==> src/rtl/uart9_pkg.sv <==
// Shared constants and the character type of the nine-bit transmitter.
// Assumes an eleven-bit frame: start, DATA_W data bits, ninth bit, stop.
package uart9_pkg;
    localparam int DATA_W     = 8;
    localparam int FRAME_BITS = DATA_W + 3;

    // Character as written: {ninth bit, data byte}
    typedef logic [DATA_W:0] tx_word_t;
endpackage

==> src/rtl/tx_bit_timer.sv <==
// Counts baud ticks within a bit and bits within a frame.
// Assumes TICKS_PER_BIT >= 2 and that 'start' restarts the count at bit 0.
module tx_bit_timer #(
    parameter int TICKS_PER_BIT = 16,
    parameter int FRAME_BITS    = 11
) (
    input  logic clk,
    input  logic rst_n,
    input  logic run,
    input  logic start,
    input  logic baud_tick,
    output logic bit_end,
    output logic frame_end
);
    localparam int TW = $clog2(TICKS_PER_BIT);
    localparam int IW = $clog2(FRAME_BITS);

    logic [TW-1:0] tick_cnt;
    logic [IW-1:0] bit_idx;

    // Decode the last tick of a bit and the last bit of a frame
    always_comb begin
        bit_end   = run && baud_tick && (tick_cnt == TW'(TICKS_PER_BIT - 1));
        frame_end = bit_end && (bit_idx == IW'(FRAME_BITS - 1));
    end

    // Advance the tick counter and the bit index
    always_ff @(posedge clk) begin
        if (!rst_n) begin
            tick_cnt <= '0;
            bit_idx  <= '0;
        end else if (start) begin
            tick_cnt <= '0;
            bit_idx  <= '0;
        end else if (bit_end) begin
            tick_cnt <= '0;
            bit_idx  <= frame_end ? '0 : bit_idx + IW'(1);
        end else if (run && baud_tick) begin
            tick_cnt <= tick_cnt + TW'(1);
        end
    end


    tick_hold_chk: assert property (@(posedge clk) disable iff (!rst_n)
        (run && !start && !baud_tick) |=> ($stable(tick_cnt) && $stable(bit_idx)));
endmodule

==> src/rtl/tx_frame_shifter.sv <==
// Holds the frame being sent and shifts it out least significant bit first.
// Assumes 'load' is only raised when the shifter is idle or at frame end.
module tx_frame_shifter
    import uart9_pkg::*;
(
    input  logic     clk,
    input  logic     rst_n,
    input  logic     load,
    input  tx_word_t load_word,
    input  logic     bit_end,
    input  logic     frame_end,
    output logic     busy,
    output logic     txd
);
    logic [FRAME_BITS-1:0] shreg;

    // Load a new frame, drop to idle after the stop bit, or shift one bit
    always_ff @(posedge clk) begin
        if (!rst_n) begin
            busy  <= 1'b0;
            shreg <= '1;
        end else if (load) begin
            busy  <= 1'b1;
            shreg <= {1'b1, load_word, 1'b0};
        end else if (frame_end) begin
            busy  <= 1'b0;
            shreg <= '1;
        end else if (bit_end) begin
            shreg <= {1'b1, shreg[FRAME_BITS-1:1]};
        end
    end

    // Drive the line: current bit while busy, high when idle
    always_comb txd = busy ? shreg[0] : 1'b1;


    start_bit_chk: assert property (@(posedge clk) disable iff (!rst_n)
        load |=> (busy && !txd));

    stop_bit_chk: assert property (@(posedge clk) disable iff (!rst_n)
        frame_end |-> txd);

    idle_after_stop_chk: assert property (@(posedge clk) disable iff (!rst_n)
        (frame_end && !load) |=> (!busy && txd));
endmodule

==> src/rtl/tx_hold_buf.sv <==
// Holding register and write acceptance for the transmitter.
// Chooses whether the shifter loads from the holding register or directly
// from the write port, and flags writes that find no free storage.
// Assumes 'busy' and 'frame_end' come from the shifter and bit timer.
module tx_hold_buf
    import uart9_pkg::*;
(
    input  logic     clk,
    input  logic     rst_n,
    input  logic     wr_en,
    input  tx_word_t wr_word,
    input  logic     dbuf_en,
    input  logic     busy,
    input  logic     frame_end,
    output logic     hold_full,
    output logic     load,
    output tx_word_t load_word,
    output logic     overrun
);
    tx_word_t hold_word;
    logic     pull;
    logic     direct;
    logic     take;

    // Decide transfers: held word to shifter, direct load, or capture into hold
    always_comb begin
        pull      = hold_full && (!busy || frame_end);
        direct    = wr_en && !dbuf_en && !busy && !hold_full;
        take      = wr_en && dbuf_en && (!hold_full || pull);
        load      = pull || direct;
        load_word = pull ? hold_word : wr_word;
    end

    // Update the holding register occupancy and contents
    always_ff @(posedge clk) begin
        if (!rst_n) begin
            hold_full <= 1'b0;
            hold_word <= '0;
        end else if (take) begin
            hold_full <= 1'b1;
            hold_word <= wr_word;
        end else if (pull) begin
            hold_full <= 1'b0;
        end
    end

    // Record any write that was neither held nor loaded
    always_ff @(posedge clk) begin
        if (!rst_n)
            overrun <= 1'b0;
        else if (wr_en && !take && !direct)
            overrun <= 1'b1;
    end


    hold_keep_chk: assert property (@(posedge clk) disable iff (!rst_n)
        (wr_en && hold_full && !pull) |=> (hold_full && $stable(hold_word) && overrun));

    overrun_sticky_chk: assert property (@(posedge clk) disable iff (!rst_n)
        overrun |=> overrun);

    single_reject_chk: assert property (@(posedge clk) disable iff (!rst_n)
        (wr_en && !dbuf_en && busy) |=> overrun);
endmodule

==> src/rtl/uart9_tx.sv <==
// Nine-bit asynchronous transmitter with an optional holding register.
// Assumes baud_tick is a single-cycle pulse from an external divider and
// that dbuf_en is held steady while characters are in flight.
module uart9_tx #(
    parameter int TICKS_PER_BIT = 16
) (
    input  logic                        clk,
    input  logic                        rst_n,
    input  logic                        baud_tick,
    input  logic                        wr_en,
    input  logic [uart9_pkg::DATA_W-1:0] wr_data,
    input  logic                        wr_bit9,
    input  logic                        dbuf_en,
    output logic                        txd,
    output logic                        hold_empty,
    output logic                        tx_done,
    output logic                        overrun
);
    import uart9_pkg::*;

    logic     busy;
    logic     bit_end;
    logic     frame_end;
    logic     hold_full;
    logic     load;
    tx_word_t load_word;
    tx_word_t wr_word;

    // Pack the written character
    always_comb wr_word = {wr_bit9, wr_data};

    tx_hold_buf u_hold (
        .clk       (clk),
        .rst_n     (rst_n),
        .wr_en     (wr_en),
        .wr_word   (wr_word),
        .dbuf_en   (dbuf_en),
        .busy      (busy),
        .frame_end (frame_end),
        .hold_full (hold_full),
        .load      (load),
        .load_word (load_word),
        .overrun   (overrun)
    );

    tx_bit_timer #(
        .TICKS_PER_BIT (TICKS_PER_BIT),
        .FRAME_BITS    (FRAME_BITS)
    ) u_timer (
        .clk       (clk),
        .rst_n     (rst_n),
        .run       (busy),
        .start     (load),
        .baud_tick (baud_tick),
        .bit_end   (bit_end),
        .frame_end (frame_end)
    );

    tx_frame_shifter u_shift (
        .clk       (clk),
        .rst_n     (rst_n),
        .load      (load),
        .load_word (load_word),
        .bit_end   (bit_end),
        .frame_end (frame_end),
        .busy      (busy),
        .txd       (txd)
    );

    // Writable-state flag: holding register in buffered mode, shifter otherwise
    always_comb hold_empty = dbuf_en ? !hold_full : (!hold_full && !busy);

    // Register the end-of-frame pulse
    always_ff @(posedge clk) begin
        if (!rst_n) tx_done <= 1'b0;
        else        tx_done <= frame_end;
    end


    done_pulse_chk: assert property (@(posedge clk) disable iff (!rst_n)
        tx_done |=> !tx_done);

    hold_take_chk: assert property (@(posedge clk) disable iff (!rst_n)
        (wr_en && dbuf_en && hold_empty) |=> !hold_empty);
endmodule

==> config.mk <==
export PLATFORM = sky130hd
export DESIGN_NAME = uart9_tx
export DESIGN_NICKNAME = d
export VERILOG_FILES = /design/src/rtl/uart9_pkg.sv /design/src/rtl/tx_bit_timer.sv /design/src/rtl/tx_frame_shifter.sv /design/src/rtl/tx_hold_buf.sv /design/src/rtl/uart9_tx.sv
export SDC_FILE = /design/constraint.sdc
export NUM_CORES = 1
export LEC_CHECK = 0
export BUFFER_PORTS_ARGS = -buffer_cell sky130_fd_sc_hd__buf_2
export CAP_MARGIN = 10
export CORE_MARGIN = 5
export CORE_UTILIZATION = 35
export DETAILED_ROUTE_END_ITERATION = 12
export HOLD_SLACK_MARGIN = 0.12
export PLACE_DENSITY = 0.63
export SYNTH_ARGS = -nofsm -noshare
export SYNTH_HDL_FRONTEND = slang
export SYNTH_SLANG_ARGS = --single-unit
==> constraint.sdc <==
create_clock -name clk -period 1.7 [get_ports clk]
set_clock_uncertainty 0.2 [all_clocks]
set_input_delay 0.085 -clock clk [delete_from_list [all_inputs] [get_ports clk]]
set_output_delay 0.085 -clock clk [all_outputs]
set_load 0.02 [all_outputs]
[After elaboration in Yosys (flattened, before gate mapping)]
Cells that the tools add are included.
Cells by class
  reductions and logical operators: 25
  bitwise gates (word level): 1
  equality and inequality tests: 2
  muxes and demuxes: 11
  add/subtract/negate cells: 2
Operators with widths (number)
  $mux 10: 3
  $logic_and 1x1->1: 12
  $mux 9: 1
  $add 4x1->4 const B: 2
  $eq 4x4->1 const B: 2
  $mux 1: 6
  $logic_not 1->1: 5
  $mux 4: 1
  $reduce_bool 2->1: 2
  $logic_or 1x1->1: 3
  $reduce_bool 3->1: 1
  $reduce_or 3->1: 1
  $reduce_or 2->1: 1
  $not 1->1: 1
Word-level totals
  bits of input ports: 14
  output and inout bits: 4
  bits in registers: 31
  logic and storage cells: 49

[Depth between registers and ports, before layout]
Gate-level depths: netlist of run 1.
  word-level depth: 10
  depth in mapped cells: 8

[Hierarchy]
A second synthesis of run 1 with hierarchy kept.
Second synthesis, totals
  cells, all modules: 177
  area, all modules: 1667.8 µm²
By module, submodules not included
  tx_frame_shifter: cells each 59, area an instance 589.3 µm², instances 1
  tx_hold_buf: cells each 62, area an instance 584.3 µm², instances 1
  tx_bit_timer: cells each 52, area an instance 455.4 µm², instances 1
  uart9_tx: cells each 4, area an instance 38.8 µm², instances 1

[Least setup slack after synthesis of run 1]
OpenSTA, ideal clock, no wires.
  kind: flip-flop to flip-flop
  start: register u_timer.tick_cnt[0]
  end: register u_hold.hold_word[0]
  arrival: 1.443 ns
  setup slack: -0.063 ns
  period minus slack after synthesis: 1.763 ns
  buffers on the path: 2
  cell stages (with the launch flop): 8
  data required time: 1.379 ns
  cells stage by stage: dfxtp_1 > ha_1 > and3_1 > buf_6 > a31oi_1 > a21oi_1 > buf_4 > mux2i_1
Between the ends
  word-level cells in the longest chain between the ends: 7
RTL lines
  start, declared: RTL line tx_bit_timer.sv:18  | logic [TW-1:0] tick_cnt;
  start signal, assigned: RTL line tx_bit_timer.sv:39  | tick_cnt <= tick_cnt + TW'(1);
  $eq 4x4->1: RTL line tx_bit_timer.sv:23  | bit_end = run && baud_tick && (tick_cnt == TW'(TICKS_PER_BIT - 1));
  $logic_and 1x1->1: RTL line tx_bit_timer.sv:23
  $logic_and 1x1->1: RTL line tx_bit_timer.sv:24  | frame_end = bit_end && (bit_idx == IW'(FRAME_BITS - 1));
  $logic_or 1x1->1: RTL line tx_hold_buf.sv:27  | pull = hold_full && (!busy || frame_end);
  $logic_and 1x1->1: RTL line tx_hold_buf.sv:27
  $logic_or 1x1->1: RTL line tx_hold_buf.sv:29  | take = wr_en && dbuf_en && (!hold_full || pull);
  $logic_and 1x1->1: RTL line tx_hold_buf.sv:29
  end signal, assigned: RTL line tx_hold_buf.sv:41  | hold_word <= wr_word;
  end, declared: RTL line tx_hold_buf.sv:20  | tx_word_t hold_word;
No other way between the ends.
A chain may end at the register's enable or synchronous reset.

[Final worst setup path of run 1]
  start: register u_timer.tick_cnt[0]
  end: register u_timer.bit_idx[2]
Between the ends
  word-level cells in the longest chain between the ends: 7
  elaborated cells between the ends (all ways): 8
  those cells by class: eq/ne (1); mux (1); reduce/logical (6)
RTL lines
  $eq 4x4->1 *: RTL line tx_bit_timer.sv:23
  $logic_and 1x1->1 *: RTL line tx_bit_timer.sv:23
  $logic_and 1x1->1: RTL line tx_bit_timer.sv:24
  $logic_or 1x1->1: RTL line tx_hold_buf.sv:27
  $logic_and 1x1->1: RTL line tx_hold_buf.sv:27
  $logic_or 1x1->1: RTL line tx_hold_buf.sv:30  | load = pull || direct;
  $reduce_or 2->1 (no line)
  end signal, assigned: RTL line tx_bit_timer.sv:37  | bit_idx <= frame_end ? '0 : bit_idx + IW'(1);
  end, declared: RTL line tx_bit_timer.sv:19  | logic [IW-1:0] bit_idx;
Mark *: on every way between the ends. The rest lies on a longest branch, timed or not.

==> results of run 1 <==
[sequential cells by signal (all words and copies together) (netlist names)]
register,cells
u_timer.tick_cnt,4
u_timer.bit_idx,4
u_hold.hold_full,1
u_hold.hold_word,9
tx_done,1
u_hold.overrun,1
u_shift.busy,1
u_shift.shreg,10
[path summary, 6_finish.rpt]
kind / slack [ns] / from / endpoint / cells past startpoint
hold reg to reg: 0.26 / u_hold.hold_word[8] / u_hold.hold_word[8] / 2
setup reg to reg: 0.03 / u_timer.tick_cnt[0] / u_timer.bit_idx[2] / 5
hold / removal: 0.26 / u_hold.hold_word[8] / u_hold.hold_word[8] / 2
setup / recovery: 0.03 / u_timer.tick_cnt[0] / u_timer.bit_idx[2] / 5
[worst min-delay path, stage by stage, from the launching register on]
cell and delay [ns]:
dfxtp_1 0.31, nand2_1 0.05, mux2i_1 0.05
[per-stage QoR]
stage | setup TNS (ns) | power (µW) | setup slack (ns)
floorplan | 0 | 955 | 0.00773
global placement | -0.279 | 1040 | -0.0348
detailed placement | -0.782 | 1050 | -0.0914
CTS | 0 | 1720 | 0.00196
global route | -0.320 | 1790 | -0.0661
finish | 0 | 1720 | 0.0314
[metal layers]
layer	global-route usage [%]	part of all wire (%)	vias to the layer above	wire [µm]
met1	16.6	46	700	1810
li1	-	-	790	-
met4	5.15	1.6	0	64
met5	0	0	-	0
met2	23.3	48	24	1890
met3	3.36	4.0	6	157
[kinds of logic after synthesis]
logic type	synth area share, %
and+or+nand+nor	23.9
AOI/OAI and AO/OA	21.0
DFF	38.8
buffers and inverters	6.02
muxes	6.26
xor gates and xnor gates	1.64
adders and majority gates	2.35
[layout make-up]
type                       count  area (µm²)
tap                           52        65.1
timing repair buffer          55         453
inverter                       5        18.8
sequential                    31         628
fill                         425        2160
multi-input combinational    146         958
clock buffer                   8         100
[power by group through the flow]
| stage | logic [µW] | clock network, µW | registers, µW |
|---|---|---|---|
| 2_1_floorplan | 154 | 0 | 801 |
| 3_3_place_gp | 237 | 0 | 806 |
| 3_5_place_dp | 239 | 0 | 807 |
| 4_1_cts | 274 | 658 | 790 |
| 5_1_grt | 311 | 686 | 794 |
| 6_report | 279 | 647 | 789 |
[repair_timing]
item	4_1_cts	5_1_grt
endpoints found under the hold margin	28	0
endpoints found under the setup margin	16	21
hold buffers	16	0
pin swaps	3	9
buffers inserted	0	0
gates resized for setup	9	11
[cells in the final DEF (no fill, tap or decap), types with 5 or more instances in the layout]
cell type / n
dfxtp_1: 27
buf_4: 16
nand2b_1: 9
dlygate4sd3_1: 16
o21ai_0: 7
buf_2: 16
mux2i_1: 10
a31oi_1: 5
nor2_1: 19
a21oi_1: 12
o21a_1: 5
o2bb2ai_1: 5
nand2_1: 26
nand3_1: 6
clkbuf_8: 7
==> results_tabular.tex, run 1 <==
\begin{tabular}{lr}
\hline
Metric & Value \\
\hline
\multicolumn{2}{l}{\textbf{Layout}} \\
\quad Fin nets & $\sim$260 \\
\quad Final antenna diode count & 0 \\
\quad Synthesis-to-finish area growth & 38.9\% \\
\quad Non-filler instance count after layout & 297 \\
\quad Fraction of layout cells with a size suffix above 1 & around 25\% \\
\quad Non-Filler Cell Area, Final & $\sim$2200 µm² \\
\quad Final Core Density & approximately 51\% \\
\multicolumn{2}{l}{\textbf{CTS}} \\
\quad TritonCTS clock tree & done \\
\quad Clock Path Buffers & 2 \\
\quad Clock-pin slew on the worst setup and hold paths & about 0.06 ns \\
\quad Number of clock buffers inserted by TritonCTS & 5 \\
\quad Source-to-sink clock delay at the later pin of the worst-skew pair & about 0.29 ns \\
\quad Number of sinks on the clock net & 31 \\
\quad CTS root buf & clkbuf\_8 \\
\quad H-tree levels & 2 \\
\multicolumn{2}{l}{\textbf{Logic synthesis}} \\
\quad List of most frequent post-synthesis cells & dfxtp\_1 (31), nand2\_1 (26), nor2\_1 (19) \\
\quad Top cell type's share of synthesized area & between 30\% and 40\% \\
\quad Area leader, netlist & dfxtp\_1 \\
\quad Average cell area after synthesis & between 8 and 9 µm² \\
\quad Proportion of register bits with asynchronous set or reset after synthesis & 0\% \\
\quad Top area cells in the synthesized netlist & dfxtp\_1 (39\%), mux2i\_1 (6.3\%), nand2\_1 (6.1\%), nor2\_1 (4.5\%), a21oi\_1 (4.4\%) \\
\quad Share of synthesized area occupied by flip-flops and latches & 38.8\% \\
\quad Main synth FF type & dfxtp\_1 \\
\quad Post-synthesis instance total & 195 \\
\quad Post-synthesis instance area & $\sim$1600 µm² \\
\quad Number of synthesized flops with an enable pin & 0 \\
\quad Count of different cell masters after synthesis & 40 \\
\quad Synth Warn \# & 0 \\
\quad Most instantiated library cell after synthesis & dfxtp\_1 \\
\quad Synthesized netlist net count & between 200 and 250 \\
\quad Count of state elements after synthesis & 31 \\
\multicolumn{2}{l}{\textbf{Timing}} \\
\quad Time the final worst path needs with I/O delays and setup & between 1.5 and 2 ns \\
\quad Worst Tran Pin Value & around 0.32 ns \\
\quad Number of endpoints failing setup at the final stage & 0 \\
\quad Worst slew margin relative to its limit & 78.8\% \\
\quad RSZ-0062 raised after global routing & yes \\
\quad Final Hold Viols & 0 \\
\quad Number of max-slew violations in the final report & 0 \\
\quad Post-route fraction of the period consumed by the critical path & just under 100\% \\
\quad Fmax & about 600 MHz \\
\quad Hold Slack & about 0.26 ns \\
\multicolumn{2}{l}{\textbf{Hold path}} \\
\quad Worst Hold Class & reg2reg \\
\multicolumn{2}{l}{\textbf{Drt}} \\
\quad Routed wire length & a little under 4000 µm \\
\quad First-pass DRT Iterations & 4 \\
\quad Post-DR wirelength/cell & 13.2 µm \\
\quad Via count & roughly 1500 \\
\quad Vias per cell & around 5 \\
\quad Residual DRC count & 0 \\
\quad Number of routed nets with antenna violations & 0 \\
\quad DRC violation total after the first TritonRoute iteration & 52 \\
\multicolumn{2}{l}{\textbf{Global routing}} \\
\quad Number of global-route vias before repair & roughly 1500 \\
\quad Global-route wire length before repair & 6870 µm \\
\quad Overall global routing resource usage & between 10\% and 20\% \\
\quad Maximum number of pins on one net before global-route repair & 21 \\
\quad Number of antenna violations at the first check in global routing & 0 \\
\quad Global-route congestion overflow total & 0 \\
\multicolumn{2}{l}{\textbf{Setup path}} \\
\quad Crit-path max FO & 13 \\
\quad Worst path required time & 1.72 ns \\
\quad Critical Path Slowest Stage Cell & or4\_1 \\
\quad CP top delay family & simple AND/OR/NAND/NOR gates \\
\quad Critical Path Source Type & register \\
\quad WP buf/inv & 0 \\
\quad Worst endpoint data arrival time & about 1.7 ns \\
\quad Nature of the critical path endpoint & register \\
\quad Cell-by-cell listing of the critical path & ha\_4 > and3\_4 > nand2\_8 > or4\_1 > a21oi\_2 \\
\quad WS Path Type & reg2reg \\
\quad Delay of the slowest cell on the worst path & roughly 0.43 ns \\
\multicolumn{2}{l}{\textbf{Floorplanning}} \\
\quad Total Die Area & 6020 µm² \\
\quad Number of primary I/O pins & 18 \\
\quad Starting density of the core & about 37\% \\
\quad Row cnt & 24 \\
\quad Die extent in x & about 78 µm \\
\quad Placeable core region & between 4000 and 5000 µm² \\
\quad Height of the die & 77.6 µm \\
\multicolumn{2}{l}{\textbf{Placement}} \\
\quad HPWL after detailed placement & roughly 2800 µm \\
\quad Area after DPL & approximately 1900 µm² \\
\quad Routability congestion estimate & $\sim$0.78 \\
\quad Port bufs & 17 \\
\quad Placed cell count & $\sim$270 \\
\multicolumn{2}{l}{\textbf{Run}} \\
\quad Count of max-cap constraint violations & 0 \\
\multicolumn{2}{l}{\textbf{Power and ir drop}} \\
\quad Relative contribution of sequential cells to total power & 46.0\% \\
\quad Switching Share & 25.5\% \\
\quad Internal power & 1280 µW \\
\quad Power per Cell Area & between 700 and 800 nW/µm² \\
\quad Switching component of the power & 437 µW \\
\quad Power share of the clock group & 37.7\% \\
\quad Static leakage & between 0.0008 and 0.0009 µW \\
\quad Gate power share & 16.2\% \\
\quad Max IR drop VDD & roughly 0.00046 V \\
\multicolumn{2}{l}{\textbf{Outcome}} \\
\quad Outcome & finished clean \\
\hline
\end{tabular}
(Power assumes the default switching activity.)
==> inputs of run 2 (changes only) <==
--- a/config.mk
+++ b/config.mk
@@ -9,7 +9,9 @@
 export CAP_MARGIN = 10
+export CELL_PAD_IN_SITES_DETAIL_PLACEMENT = 1
+export CELL_PAD_IN_SITES_GLOBAL_PLACEMENT = 1
 export CORE_MARGIN = 5
-export CORE_UTILIZATION = 35
+export CORE_UTILIZATION = 30
 export DETAILED_ROUTE_END_ITERATION = 12
 export HOLD_SLACK_MARGIN = 0.12
-export PLACE_DENSITY = 0.63
+export PLACE_DENSITY = 0.69
 export SYNTH_ARGS = -nofsm -noshare
==> constraint.sdc (replaced) <==
create_clock -name clk -period 1.7 [get_ports clk]
set_clock_uncertainty 0.2 [all_clocks]
set_input_delay 0.425 -clock clk [delete_from_list [all_inputs] [get_ports clk]]
set_output_delay 0.425 -clock clk [all_outputs]
set_load 0.02 [all_outputs]
==> run 2 against run 1 <==
Against the previous run: die area is 14% higher; worst setup slack worse by 0.076 ns; register-to-register slack worse by 0.08 ns; largest power group unchanged; cell count is 5.1% higher; maximum frequency is 4.4% lower; the run now ends with setup timing left; global-route usage is 0.32 points higher; critical endpoint is now u_hold.hold_word[8]; clock-buffer cell count stayed put; cell area is 1.7% lower.
==> results_tabular.tex, run 2 (same netlist as run 1, synthesis figures left out) <==
\begin{tabular}{lr}
\hline
Metric & Value \\
\hline
\multicolumn{2}{l}{\textbf{Outcome}} \\
\quad Outcome & complete, but fails checks \\
\quad Violated checks & setup timing \\
\multicolumn{2}{l}{\textbf{Drt}} \\
\quad Post-DR wirelength/cell & 14.5 µm (+9.7\%) \\
\quad Via count & 1555 (+2.3\%) \\
\quad Vias per cell & 4.98 (-2.6\%) \\
\quad Residual DRC count & 0 (unchanged) \\
\quad First-pass DRT Iterations & 4 (unchanged) \\
\quad Routed wire length & 4520 µm (+15\%) \\
\quad DRC violation total after the first TritonRoute iteration & 73 (+40\%) \\
\quad Number of routed nets with antenna violations & 0 (unchanged) \\
\multicolumn{2}{l}{\textbf{Setup path}} \\
\quad WS Path Type & reg2reg \\
\quad Cell-by-cell listing of the critical path & inv\_2 > ha\_4 > and3b\_2 > a31oi\_4 > a21oi\_4 > buf\_6 > mux2i\_1 \\
\quad Stages on the worst setup path & 7 (+2) \\
\quad Crit-path max FO & 5 (-8) \\
\quad Nature of the critical path endpoint & register \\
\quad Critical Path Slowest Stage Cell & dfxtp\_2 \\
\quad CP top delay family & flip-flops \\
\quad Worst endpoint data arrival time & 1.76 ns (+0.07 ns) \\
\quad Number of cell instances on the worst register-to-register path & 7 (+2) \\
\quad Critical Path Source Type & register \\
\quad Worst path required time & 1.71 ns (about the same) \\
\quad WP buf/inv & 2 (+2) \\
\quad Delay of the slowest cell on the worst path & 0.33 ns (-0.10 ns) \\
\multicolumn{2}{l}{\textbf{Layout}} \\
\quad Sequential cell area & 633 µm² (+0.80\%) \\
\quad Most frequent cells in the layout & buf\_4 (33), nand2\_1 (26), dfxtp\_1 (25) \\
\quad Largest regs & u\_shift.shreg x10, u\_hold.hold\_word x9 \\
\quad Synthesis-to-finish area growth & 36.6\% \\
\quad Number of flip-flops in the largest register & 10 (unchanged) \\
\quad Count of filler cells inserted in the layout & 642 (+51\%) \\
\quad Final antenna diode count & 0 (unchanged) \\
\quad Fraction of layout cells with a size suffix above 1 & 31.8\% (+6.9 points) \\
\quad Register ranked first by flip-flop count & u\_shift.shreg \\
\quad Final Core Density & 42.5\% (-8.2 points) \\
\quad Area taken by multi-input logic gates & 966 µm² (+0.78\%) \\
\quad Fin nets & 258 (-1.1\%) \\
\quad Most common library cell in the layout ignoring fill and taps & buf\_4 \\
\multicolumn{2}{l}{\textbf{Run}} \\
\quad Count of max-cap constraint violations & 0 (unchanged) \\
\multicolumn{2}{l}{\textbf{CTS}} \\
\quad Post-cts hold buffer count & 0 (-16) \\
\quad Clock-pin slew on the worst setup and hold paths & 0.07 ns (about the same) \\
\quad Source-to-sink clock delay at the later pin of the worst-skew pair & 0.28 ns (about the same) \\
\quad Number of clock buffers inserted by TritonCTS & 5 (unchanged) \\
\quad CTS root buf & clkbuf\_8 \\
\quad H-tree levels & 2 (unchanged) \\
\quad Number of sinks on the clock net & 31 (unchanged) \\
\quad Clock Path Buffers & 2 (unchanged) \\
\quad TritonCTS clock tree & done \\
\multicolumn{2}{l}{\textbf{Floorplanning}} \\
\quad Placeable core region & 5140 µm² (+17\%) \\
\quad Row cnt & 26 (+8.3\%) \\
\quad Number of primary I/O pins & 18 (unchanged) \\
\quad Height of the die & 83.0 µm (+7.0\%) \\
\quad Starting density of the core & 31.1\% (-5.4 points) \\
\quad Total Die Area & 6890 µm² (+14\%) \\
\quad Die extent in x & 83.0 µm (+7.0\%) \\
\multicolumn{2}{l}{\textbf{Timing}} \\
\quad Final Hold Viols & 0 (unchanged) \\
\quad Worst Tran Pin Value & 0.385 ns (+0.0688 ns) \\
\quad Number of endpoints failing setup at the final stage & 8 (+8) \\
\quad Worst slew margin relative to its limit & 74.3\% (-4.6 points) \\
\quad Hold Slack & 0.190 ns (-0.0704 ns) \\
\quad Post-route fraction of the period consumed by the critical path & 103\% (+4.5 points) \\
\quad Number of max-slew violations in the final report & 0 (unchanged) \\
\quad Post-layout worst setup margin & -0.0448 ns (-0.0762 ns) \\
\quad Time the final worst path needs with I/O delays and setup & 1.74 ns (+0.0762 ns) \\
\quad Fmax & 573 MHz (-4.4\%) \\
\quad RSZ-0062 raised after global routing & yes \\
\multicolumn{2}{l}{\textbf{Power and ir drop}} \\
\quad Power per Cell Area & 784 nW/µm² (+1.6\%) \\
\quad Max IR drop VDD & 0.000446 V (-3.6\%) \\
\quad Static leakage & 0.000878 µW (+0.55\%) \\
\multicolumn{2}{l}{\textbf{Global routing}} \\
\quad Global-route congestion overflow total & 0 (unchanged) \\
\quad Number of global-route vias before repair & 1680 (+9.3\%) \\
\quad Global-route wire length before repair & 7870 µm (+15\%) \\
\quad Number of antenna violations at the first check in global routing & 0 (unchanged) \\
\quad Maximum number of pins on one net before global-route repair & 18 (-14\%) \\
\quad Overall global routing resource usage & 14.0\% (+0.32 points) \\
\multicolumn{2}{l}{\textbf{Hold path}} \\
\quad Worst Hold Class & in2reg \\
\quad Cell depth of the worst min-delay path & 3 (+1) \\
\multicolumn{2}{l}{\textbf{Placement}} \\
\quad Port bufs & 17 (unchanged) \\
\quad Routability congestion estimate & 0.782 (-0.15\%) \\
\quad HPWL after detailed placement & 3230 µm (+16\%) \\
\hline
\end{tabular}
run 2: through the flow:
| step | total power [µW] | setup slack (ns) | setup TNS [ns] | cells | area (µm²) |
|---|---|---|---|---|---|
| final | 1710 | -0.0448 | -0.269 | 312 | 2190 |
| after global routing | 1810 | -0.113 | -1.53 | 312 | 2190 |
| after CTS | 1730 | -0.0548 | -0.362 | 311 | 2140 |
| after detailed placement | 1060 | -0.128 | -1.89 | 298 | 1960 |
| after global placement | 1050 | -0.0819 | -0.924 | 298 | 1960 |
| after floorplan | 955 | 0.00773 | 0 | 195 | 1640 |
run 2: final timing paths:
| check | slack [ns] | startpoint | to |
|---|---|---|---|
| setup / recovery | -0.04 | u_timer.bit_idx[0] | u_hold.hold_word[8] |
| hold / removal | 0.19 | wr_data[2] | u_hold.hold_word[2] |
| setup reg to reg | -0.04 | u_timer.bit_idx[0] | u_hold.hold_word[8] |
| hold reg to reg | 0.26 | u_hold.hold_word[4] | u_hold.hold_word[4] |
run 2: timing repair:
| action | CTS | global route |
|---|---|---|
| buffers inserted | 4 | 1 |
| cloned | 1 | 0 |
| hold endpoints to repair | 0 | 0 |
| endpoints found under the setup margin | 26 | 29 |
| pin swaps | 6 | 4 |
| gates resized for setup | 17 | 12 |
run 2: cell type report:
class,instances,area share [%]
Inverter,5,0.859
Tap cell,70,4.01
Sequential cell,31,29.0
Multi-Input combinational cell,146,44.2
Timing Repair Buffer,52,17.4
Clock buffer,8,4.58
run 2: metal layers:
metal | global-route usage [%] | share of wire (%)
met1 | 17.1 | 46
met2 | 24.1 | 51
met3 | 2.97 | 2.5
met4 | 5.20 | 0.95
met5 | 0 | 0
run 2: report_power, final:
| group | total, µW | switching [µW] | internal, µW | leakage, µW |
|---|---|---|---|---|
| clock network | 644 | 275 | 369 | 0.0000515 |
| logic | 276 | 140 | 135 | 0.000570 |
| registers | 794 | 28.1 | 765 | 0.000257 |
run 2: worst min-delay path: stages:
cell and delay (ns):
buf_2 0.10, nand2_1 0.04, mux2i_1 0.05
==> inputs of run 3 (changes only) <==
- CORE_UTILIZATION: 30 -> 38
- PLACE_DENSITY: 0.69 -> 0.82
==> run 3 against run 2 <==
Against the previous run: the flow still finishes with violations (setup timing); sequential power about the same; combinational power about the same; hold slack worse by 0.0060 ns; largest power group unchanged.
==> results_tabular.tex, run 3 (same netlist as run 1, synthesis figures left out) <==
\begin{tabular}{lr}
\hline
Metric & Value \\
\hline
\multicolumn{2}{l}{\textbf{Outcome}} \\
\quad Outcome & complete, but fails checks \\
\quad Violated checks & setup timing \\
\multicolumn{2}{l}{\textbf{Floorplanning}} \\
\quad Total Die Area & 5610 µm² (-19\%) \\
\quad Row cnt & 23 (-12\%) \\
\quad Placeable core region & 4030 µm² (-22\%) \\
\quad Die extent in x & 74.9 µm (-9.8\%) \\
\quad Number of primary I/O pins & 18 (unchanged) \\
\quad Height of the die & 74.9 µm (-9.8\%) \\
\quad Starting density of the core & 39.7\% (+8.6 points) \\
\multicolumn{2}{l}{\textbf{Timing}} \\
\quad Number of max-slew violations in the final report & 0 (unchanged) \\
\quad Final Hold Viols & 0 (unchanged) \\
\quad Worst slew margin relative to its limit & 76.8\% (+2.5 points) \\
\quad Time the final worst path needs with I/O delays and setup & 1.73 ns (-0.0114 ns) \\
\quad RSZ-0062 raised after global routing & yes \\
\quad Post-layout worst setup margin & -0.0334 ns (+0.0114 ns) \\
\quad Number of endpoints failing setup at the final stage & 4 (-4) \\
\quad Post-route fraction of the period consumed by the critical path & 102\% (-0.67 points) \\
\quad Fmax & 577 MHz (+0.66\%) \\
\quad Worst Tran Pin Value & 0.348 ns (-0.0376 ns) \\
\multicolumn{2}{l}{\textbf{Placement}} \\
\quad Port bufs & 17 (unchanged) \\
\quad Routability congestion estimate & 0.838 (+7.2\%) \\
\quad Area after DPL & 1970 µm² (+0.26\%) \\
\quad HPWL after detailed placement & 3290 µm (+1.9\%) \\
\multicolumn{2}{l}{\textbf{Power and ir drop}} \\
\quad Switching component of the power & 460 µW (+3.9\%) \\
\quad Static leakage & 0.000885 µW (+0.73\%) \\
\quad Internal power & 1180 µW (-6.9\%) \\
\quad Switching Share & 28.0\% (+2.1 points) \\
\quad Gate power share & 16.7\% (+0.6 points) \\
\quad Power per Cell Area & 759 nW/µm² (-3.2\%) \\
\quad Relative contribution of sequential cells to total power & 48.4\% (+2.1 points) \\
\quad Overall power of the completed layout & 1640 µW (-4.1\%) \\
\quad Power share of the clock group & 34.9\% (-2.7 points) \\
\quad Max IR drop VDD & 0.000411 V (-7.8\%) \\
\multicolumn{2}{l}{\textbf{Global routing}} \\
\quad Global-route wire length before repair & 7780 µm (-1.1\%) \\
\quad Global-route congestion overflow total & 0 (unchanged) \\
\quad Overall global routing resource usage & 18.4\% (+4.4 points) \\
\quad Maximum number of pins on one net before global-route repair & 27 (+9) \\
\quad Number of antenna violations at the first check in global routing & 0 (unchanged) \\
\quad Number of global-route vias before repair & 1628 (-3.1\%) \\
\multicolumn{2}{l}{\textbf{Drt}} \\
\quad Number of routed nets with antenna violations & 0 (unchanged) \\
\quad Via count & 1595 (+2.6\%) \\
\quad Vias per cell & 5.43 (+8.9\%) \\
\quad First-pass DRT Iterations & 5 (+1) \\
\quad Residual DRC count & 0 (unchanged) \\
\quad Routed wire length & 4890 µm (+8.2\%) \\
\quad Post-DR wirelength/cell & 16.6 µm (+15\%) \\
\quad DRC violation total after the first TritonRoute iteration & 89 (+22\%) \\
\multicolumn{2}{l}{\textbf{Setup path}} \\
\quad Number of cell instances on the worst register-to-register path & 6 (-1) \\
\quad Cell-by-cell listing of the critical path & inv\_2 > ha\_4 > and3b\_2 > buf\_2 > or3\_4 > a21oi\_1 \\
\quad End of the worst register-to-register path & u\_timer.bit\_idx[1] \\
\quad CP top delay family & simple AND/OR/NAND/NOR gates \\
\quad Delay of the slowest cell on the worst path & 0.37 ns (+0.04 ns) \\
\quad Critical Path Source Type & register \\
\quad Critical Path Slowest Stage Cell & or3\_4 \\
\quad WP buf/inv & 2 (unchanged) \\
\quad Nature of the critical path endpoint & register \\
\quad Worst path required time & 1.72 ns (about the same) \\
\quad Worst reg2reg setup slack & -0.03 ns (about the same) \\
\quad Crit-path max FO & 5 (unchanged) \\
\quad WS Path Type & reg2reg \\
\quad Crit Reg-Reg Startpoint & u\_timer.bit\_idx[0] \\
\quad Worst endpoint data arrival time & 1.75 ns (about the same) \\
\multicolumn{2}{l}{\textbf{CTS}} \\
\quad TritonCTS clock tree & done \\
\quad Clock Path Buffers & 2 (unchanged) \\
\quad Post-cts hold buffer count & 0 (unchanged) \\
\quad Clock-pin slew on the worst setup and hold paths & 0.06 ns (about the same) \\
\quad Number of clock buffers inserted by TritonCTS & 5 (unchanged) \\
\quad H-tree levels & 2 (unchanged) \\
\quad CTS root buf & clkbuf\_8 \\
\quad Source-to-sink clock delay at the later pin of the worst-skew pair & 0.29 ns (about the same) \\
\quad Number of sinks on the clock net & 31 (unchanged) \\
\multicolumn{2}{l}{\textbf{Layout}} \\
\quad Largest regs & u\_shift.shreg x10, u\_hold.hold\_word x9 \\
\quad Non-Filler Cell Area, Final & 2170 µm² (-0.92\%) \\
\quad Number of flip-flops in the largest register & 10 (unchanged) \\
\quad Sequential cell area & 627 µm² (-0.99\%) \\
\quad Most frequent cells in the layout & buf\_4 (31), nand2\_1 (26), dfxtp\_1 (26) \\
\quad Count of filler cells inserted in the layout & 495 (-23\%) \\
\quad Most common library cell in the layout ignoring fill and taps & buf\_4 \\
\quad Synthesis-to-finish area growth & 35.3\% \\
\quad Final antenna diode count & 0 (unchanged) \\
\quad Fin nets & 260 (+0.78\%) \\
\quad Register ranked first by flip-flop count & u\_shift.shreg \\
\quad Fraction of layout cells with a size suffix above 1 & 33.6\% (+1.8 points) \\
\quad Area taken by multi-input logic gates & 982 µm² (+1.7\%) \\
\multicolumn{2}{l}{\textbf{Hold path}} \\
\quad Critical hold path startpoint & wr\_data[2] \\
\quad Worst Hold Class & in2reg \\
\quad Cell depth of the worst min-delay path & 3 (unchanged) \\
\quad End point of the worst hold path & u\_hold.hold\_word[2] \\
\multicolumn{2}{l}{\textbf{Run}} \\
\quad Count of max-cap constraint violations & 0 (unchanged) \\
\hline
\end{tabular}
## run 3: per-layer routing
layer	part of all wire, %	global-route usage (%)
met1	45	23.4
met3	2.9	3.74
met2	51	30.7
met4	1.0	7.11
met5	0	0
## run 3: area by class of cell
| cell class | count | share of cell area [%] |
|---|---|---|
| Tap cell | 50 | 2.89 |
| Timing Repair Buffer | 54 | 18.2 |
| Inverter | 5 | 0.867 |
| Multi-Input combinational cell | 146 | 45.3 |
| Sequential cell | 31 | 28.9 |
| Clock inverter | 1 | 0.231 |
| Clock buffer | 7 | 3.52 |
## run 3: worst max-delay path by stage
stage                                  start                   to  slack, ns  cells after the start
after floorplan           u_timer.bit_idx[0]   u_timer.bit_idx[1]      0.008                      6
after global placement               dbuf_en  u_timer.tick_cnt[2]      -0.17                      6
after detailed placement             dbuf_en  u_timer.tick_cnt[2]      -0.20                      6
after CTS                 u_timer.bit_idx[0]     u_shift.shreg[1]      -0.05                      7
after global routing      u_timer.bit_idx[0]       u_hold.overrun      -0.09                      8
final                     u_timer.bit_idx[0]   u_timer.bit_idx[1]      -0.03                      6
## run 3: power by group through the flow
stage | registers [µW] | logic [µW] | clock network [µW]
after global placement | 807 | 244 | 0
after floorplan | 801 | 154 | 0
after global routing | 798 | 301 | 624
final | 795 | 275 | 573
after detailed placement | 807 | 254 | 0
after CTS | 792 | 262 | 588
## run 3: repair_timing
| item | in CTS | in global routing |
|---|---|---|
| resized for setup | 13 | 18 |
| pin swaps | 4 | 7 |
| endpoints found under the setup margin | 21 | 25 |
| gates cloned | 1 | 0 |
| buffers inserted | 2 | 1 |
| hold endpoints to repair | 0 | 0 |
## run 3: worst reg2reg max path, stage by stage (launching register included)
cell,delay (ns)
dfxtp_2,0.33
inv_2,0.05
ha_4,0.15
and3b_2,0.24
buf_2,0.18
or3_4,0.37
a21oi_1,0.15
## run 3: stage by stage
stage,util (%),setup WS [ns],std cells,setup TNS [ns],hold slack [ns]
finish,53.8,-0.0334,294,-0.0638,0.184
global route,53.8,-0.0924,294,-1.08,0.196
CTS,52.1,-0.0482,293,-0.0482,0.182
detailed placement,48.9,-0.199,282,-1.52,0.257
global placement,48.9,-0.173,282,-0.549,0.244
floorplan,-,0.00773,195,0,0.235
